$ cat src/rtl/injPkg.sv
package injPkg;
  localparam int DUMMY_MULT = 8;
  localparam int MAX_UNITS  = 3;
  localparam int CNT_W      = $clog2(MAX_UNITS * DUMMY_MULT + 1);
  localparam int SIZE_W     = 3;

  typedef struct packed {
    logic              loadPass;
    logic              loadInject;
    logic [SIZE_W-1:0] size;
    logic [7:0]        fill;
    logic [CNT_W-1:0]  count;
  } injStrobe_t;

  function automatic logic [1:0] opcodeUnits(input logic [7:0] op);
    case (op)
      8'h0B, 8'h0C, 8'h3B, 8'h3C,
      8'h6B, 8'h6C, 8'hBB, 8'hBC: opcodeUnits = 2'd1;
      8'hEB, 8'hEC:               opcodeUnits = 2'd3;
      default:                    opcodeUnits = 2'd0;
    endcase
  endfunction
endpackage

$ cat src/rtl/injCtrl.sv
module injCtrl
  import injPkg::*;
#(
  parameter int ADDR_SHORT = 3,
  parameter int ADDR_LONG  = 4,
  parameter int IDX_W      = 4
) (
  input  logic              clk,
  input  logic              rstN,
  input  logic              csWrite,
  input  logic              ceStop,
  input  logic              extAddr,
  input  logic [7:0]        dummyByte,
  input  logic              accept,
  input  logic [7:0]        opByte,
  input  logic [SIZE_W-1:0] wrSize,
  output injStrobe_t        strobe
);
  localparam logic [IDX_W-1:0] LIMIT_SHORT = IDX_W'(ADDR_SHORT + 1);
  localparam logic [IDX_W-1:0] LIMIT_LONG  = IDX_W'(ADDR_LONG + 1);

  logic             active;
  logic [IDX_W-1:0] idx;
  logic [CNT_W-1:0] pend;
  logic [IDX_W-1:0] limit;
  logic [1:0]       units;
  logic             atLimit;

  assign limit   = extAddr ? LIMIT_LONG : LIMIT_SHORT;
  assign units   = opcodeUnits(opByte);
  assign atLimit = active && (idx != '0) && (idx >= limit);

  always_comb begin
    strobe            = '0;
    strobe.size       = wrSize;
    strobe.fill       = dummyByte;
    strobe.count      = pend;
    if (accept) begin
      if (atLimit) strobe.loadInject = 1'b1;
      else         strobe.loadPass   = 1'b1;
    end
  end

  always_ff @(posedge clk or negedge rstN) begin
    if (!rstN) begin
      active <= 1'b0;
      idx    <= '0;
      pend   <= '0;
    end else if (csWrite) begin
      active <= !ceStop;
      idx    <= '0;
      pend   <= '0;
    end else if (accept && active) begin
      if (idx == '0) begin
        if (units == 2'd0) begin
          active <= 1'b0;
        end else begin
          pend <= CNT_W'(units) * CNT_W'(DUMMY_MULT);
          idx  <= IDX_W'(wrSize);
        end
      end else if (atLimit) begin
        active <= 1'b0;
        pend   <= '0;
      end else begin
        idx <= idx + IDX_W'(wrSize);
      end
    end
  end
endmodule

$ cat src/rtl/injData.sv
module injData
  import injPkg::*;
#(
  parameter int DATA_W = 32
) (
  input  logic              clk,
  input  logic              rstN,
  input  injStrobe_t        strobe,
  input  logic [DATA_W-1:0] wrData,
  input  logic              txReady,
  output logic              txValid,
  output logic [7:0]        txByte,
  output logic              busy
);
  logic [DATA_W-1:0] word;
  logic [SIZE_W-1:0] passLeft;
  logic [CNT_W-1:0]  dumLeft;
  logic [7:0]        fill;
  logic              inject;

  assign inject  = (dumLeft != '0);
  assign txValid = inject || (passLeft != '0);
  assign busy    = txValid;
  assign txByte  = inject ? fill : word[7:0];

  always_ff @(posedge clk or negedge rstN) begin
    if (!rstN) begin
      word     <= '0;
      passLeft <= '0;
      dumLeft  <= '0;
      fill     <= '0;
    end else if (strobe.loadPass) begin
      word     <= wrData;
      passLeft <= strobe.size;
    end else if (strobe.loadInject) begin
      dumLeft  <= strobe.count;
      fill     <= strobe.fill;
    end else if (txValid && txReady) begin
      if (inject) begin
        dumLeft <= dumLeft - 1'b1;
      end else begin
        word     <= word >> 8;
        passLeft <= passLeft - 1'b1;
      end
    end
  end
endmodule

$ cat src/rtl/spiDummyInject.sv
module spiDummyInject
  import injPkg::*;
(
  input  logic              clk,
  input  logic              rstN,
  input  logic              csWrite,
  input  logic              ceStop,
  input  logic              extAddr,
  input  logic [7:0]        dummyByte,
  input  logic              wrValid,
  input  logic [31:0]       wrData,
  input  logic [SIZE_W-1:0] wrSize,
  output logic              wrReady,
  output logic              swallow,
  output logic              txValid,
  output logic [7:0]        txByte,
  input  logic              txReady
);
  injStrobe_t strobe;
  logic       busy;
  logic       accept;

  assign wrReady = !busy && !csWrite;
  assign accept  = wrValid && wrReady;
  assign swallow = strobe.loadInject;

  injCtrl #(.ADDR_SHORT(3), .ADDR_LONG(4), .IDX_W(4)) ctrlInst (
    .clk(clk), .rstN(rstN), .csWrite(csWrite), .ceStop(ceStop),
    .extAddr(extAddr), .dummyByte(dummyByte), .accept(accept),
    .opByte(wrData[7:0]), .wrSize(wrSize), .strobe(strobe)
  );

  injData #(.DATA_W(32)) dataInst (
    .clk(clk), .rstN(rstN), .strobe(strobe), .wrData(wrData),
    .txReady(txReady), .txValid(txValid), .txByte(txByte), .busy(busy)
  );
endmodule

$ cat config.mk
export PLATFORM = sky130hd
export DESIGN_NAME = spiDummyInject
export DESIGN_NICKNAME = d
export VERILOG_FILES = /design/src/rtl/injPkg.sv /design/src/rtl/injCtrl.sv /design/src/rtl/injData.sv /design/src/rtl/spiDummyInject.sv
export SDC_FILE = /design/constraint.sdc
export NUM_CORES = 1
export LEC_CHECK = 0
export ABC_AREA = 1
export BUFFER_PORTS_ARGS = -buffer_cell sky130_fd_sc_hd__clkbuf_2
export CORE_ASPECT_RATIO = 2
export CORE_MARGIN = 5
export CORE_UTILIZATION = 54
export CTS_CLUSTER_DIAMETER = 30
export CTS_CLUSTER_SIZE = 25
export DETAILED_ROUTE_END_ITERATION = 12
export PLACE_DENSITY = 0.79
export SKIP_LAST_GASP = 1
export SLEW_MARGIN = 10
export SYNTH_ARGS = -nofsm -noshare
export SYNTH_HDL_FRONTEND = slang
export SYNTH_SLANG_ARGS = --single-unit
export TNS_END_PERCENT = 10
$ cat constraint.sdc
create_clock -name clk -period 5.1 [get_ports clk]
set_clock_uncertainty 0.1 [all_clocks]
set_input_delay 1.02 -clock clk [delete_from_list [all_inputs] [get_ports clk]]
set_output_delay 1.02 -clock clk [all_outputs]
set_load 0.05 [all_outputs]
==> summary.txt <==
Run status
  • Status: finished, final reports clean

Clock tree
  • Hold_buf cts: 0
  • Cts bufs inserted: 5
  • Number of gates resized after cts: 0
  • TritonCTS clock tree: built
  • Worst-case clock buffer depth: 2
  • CTS Sinks: 55
  • H-tree depth: 2
  • Clk_lat worst skew: 330 ps
  • Clock root cell: clkbuf_8
  • Post-CTS setup buffer count: 0
  • Clk pin slew, worst setup/hold paths: 100 ps

STA
  • Hold Fails Final Rpt: 0
  • RSZ-0062 raised after global routing: false
  • Min Hold Slack: 396 ps
  • Final setup viols: 0
  • Max-slew violation count: 0
  • Fmax: 0.282 GHz
  • Final period util: 0.695
  • Min Tclk post-route: 3550 ps
  • Slew margin rel.: 0.523
  • Slew @ Worst Pin: 715 ps
  • Setup TNS: 0 ps

Die
  • Die Ht: 115 um
  • Initial Util: 0.553
  • Core Box Area: 0.00537 mm^2
  • I/O Pins: 61
  • Full die area: 0.00718 mm^2
  • DIE WIDTH: 62.5 um
  • # rows: 38

Routing
  • Routed vias/inst: 5.26
  • Number of DRC markers in iteration 0: 108
  • Post-Route WL: 6250 um
  • TritonRoute pass-1 iters: 4
  • Vias: 2,577
  • Drt drc: 0
  • DR WL/cell: 12.8 um
  • Final ANT Viol Nets: 0

Worst setup path
  • Crit-path slowest cell: clkbuf_2
  • Cells along the critical path: clkbuf_2, ha_1, nor2_1, nand3_1, nand2_1, inv_1, nand3_4, clkinv_2, clkbuf_2
  • Worst EP required: 3980 ps
  • WP buf/inv: 4
  • Setup crit end kind: output pin
  • Worst path most repeated cell: clkbuf_2
  • CP arrival: 2430 ps
  • CP delay by family, top: buffers and inverters
  • Critical path's largest stage delay: 290 ps
  • Startpoint class of the critical path: primary input
  • Crit-path max FO: 17
  • CP Class: in -> out

Logic synthesis
  • Mapped Area: 0.00297 mm^2
  • Avg Cell Area, Syn: 7.92 um^2
  • Post-synthesis sequential element count: 55
  • Cell count after synthesis: 375
  • Distinct cell type count after synthesis: 29
  • Mapped Nets: 434
  • Sequential cell area fraction in the yosys report: 0.463
  • YS warnings: 0

Flow run
  • Max Cap Viol: 0

GRT
  • Initial antenna violation count: 0
  • Global Route Usage Sum: 0.183
  • Gr ovfl total: 0
  • Largest net degree at the start of global routing: 56
  • First-pass GRT wire length: 10,800 um
  • Vias in the first global route: 2,555

Power and ir drop
  • Combinational Power Share: 0.392
  • Leakage: 0.00179 uW
  • VDD IR max: 355 uV
  • P per Cell Area: 458 mW/mm^2
  • Clock Power Share: 0.166
  • P_sw: 640 uW
  • Internal Pwr Total: 898 uW
  • Sequential share of power: 0.443
  • Switching portion of total power: 0.416

Layout
  • Diode count: 0
  • Net count, final: 488
  • Share of cells above drive strength 1: 0.193
  • Layout fillers: 513
  • Area Growth Syn to Fin: 13.1%

Placed design
  • Detail Placement HPWL: 4590 um
  • IO buf count: 60
  • Gpl congestion: 0.885

Worst hold path
  • Worst Hold Class: reg -> reg
cell families (layout without fill, tap and decap cells):
logic type / after synthesis / after routing / synth area share
fa+ha+maj: 9 / 9 / 0.0404
flops: 55 / 55 / 0.463
compound gates: 49 / 49 / 0.0939
buf+inv: 60 / 115 / 0.0876
xor+xnor: 3 / 3 / 0.00884
simple gates: 199 / 199 / 0.306
cell type report:
type | instances | area, um^2 | share of cell area
sequential | 55 | 1380 | 0.410
multi-input combinational | 260 | 1340 | 0.397
timing repair buffer | 61 | 308 | 0.0916
inverter | 46 | 174 | 0.0518
tap | 60 | 75.1 | 0.0223
clock buffer | 5 | 68.8 | 0.0205
clock inverter | 3 | 22.5 | 0.00670
registers in the layout, indices dropped and copies added, names as in the netlist:
| signal | flops |
|---|---|
| dataInst.passLeft | 3 |
| dataInst.dumLeft | 5 |
| ctrlInst.idx | 4 |
| dataInst.word | 32 |
| ctrlInst.active | 1 |
| ctrlInst.pend | 2 |
| dataInst.fill | 8 |
power by group through the flow:
stage	clock network (uW)	logic [uW]	registers (uW)
floorplan	0	491	667
global placement	0	587	681
detailed placement	0	603	691
CTS	257	610	681
global route	278	690	699
finish	255	602	681
cell usage in the layout (no fill, tap or decap), types with 3 or more instances in the layout:
cell	netlist	routed
nor2_1	10	10
ha_1	8	8
o211ai_1	7	7
clkbuf_8	0	5
nand3_1	60	60
a21oi_1	5	5
o21ai_0	34	34
dfrtp_1	55	55
inv_1	42	42
clkbuf_2	0	60
xor2_1	3	3
nand4_1	7	7
nand2_1	111	111
routing by layer:
layer	vias up	wire, um	global-route usage
met3	8	285	0.0420
met5	-	0	0
met2	58	3400	0.348
met1	1186	2460	0.193
li1	1325	-	-
met4	0	96	0.0652
worst paths after layout:
kind	startpoint	to	slack, ps	depth (start not counted)
min in group asynchronous	rstN	dataInst.word[29]	710	2
max	extAddr	swallow	1550	9
min reg2reg	ctrlInst.pend[3]	ctrlInst.pend[3]	400	2
max reg2reg	dataInst.dumLeft[1]	dataInst.passLeft[0]	2010	12
min	ctrlInst.pend[3]	ctrlInst.pend[3]	400	2
max in group asynchronous	rstN	ctrlInst.idx[1]	3730	2
synthesized netlist by cell type:
master    number  share of area
nor2_1        10          0.013
nand2_1      111           0.14
clkbuf_1       1         0.0013
inv_2          2         0.0025
buf_4          2         0.0051
o211ai_1       7          0.018
inv_1         42          0.053
nand4_1        7          0.015
o211ai_2       2         0.0084
a21oi_1        5         0.0084
ha_1           8          0.034
buf_6          2         0.0076
nor3_1         2         0.0034
nand3_4        2          0.012
dfrtp_1       55           0.46
or2_2          2         0.0042
nand2_2        1         0.0021
clkinv_2       1         0.0017
nand3_2        1         0.0034
nor2_8         1         0.0067
nor2_4         1         0.0038
o21ai_0       34          0.057
nor2_2         1         0.0021
o22ai_1        1         0.0021
buf_2          9          0.015
clkinv_1       1         0.0013
nand3_1       60           0.10
xor2_1         3         0.0088
fa_1           1         0.0067
worst register-to-register path: stages, from the launching register on:
cell and delay (ps):
dfrtp_1 380, inv_1 120, ha_1 160, inv_1 40, nor2_1 110, nand2_2 90, clkinv_1 240, nand3_2 620
inv_1 800, nor2_1 70, o21ai_0 150, o21ai_0 100, inv_1 70
stage by stage:
stage          cells  power (uW)  setup slack, ps   util  instance area, um^2
2_1_floorplan    375        1160             1760      -                 2970
3_3_place_gp     482        1270             1560  0.608                 3270
3_5_place_dp     482        1290             1540  0.608                 3270
4_1_cts          490        1550             1540  0.625                 3360
5_1_grt          490        1670             1430  0.625                 3360
6_report         490        1540             1550  0.625                 3360
No activity file was read; power rests on OpenSTA's default activity.
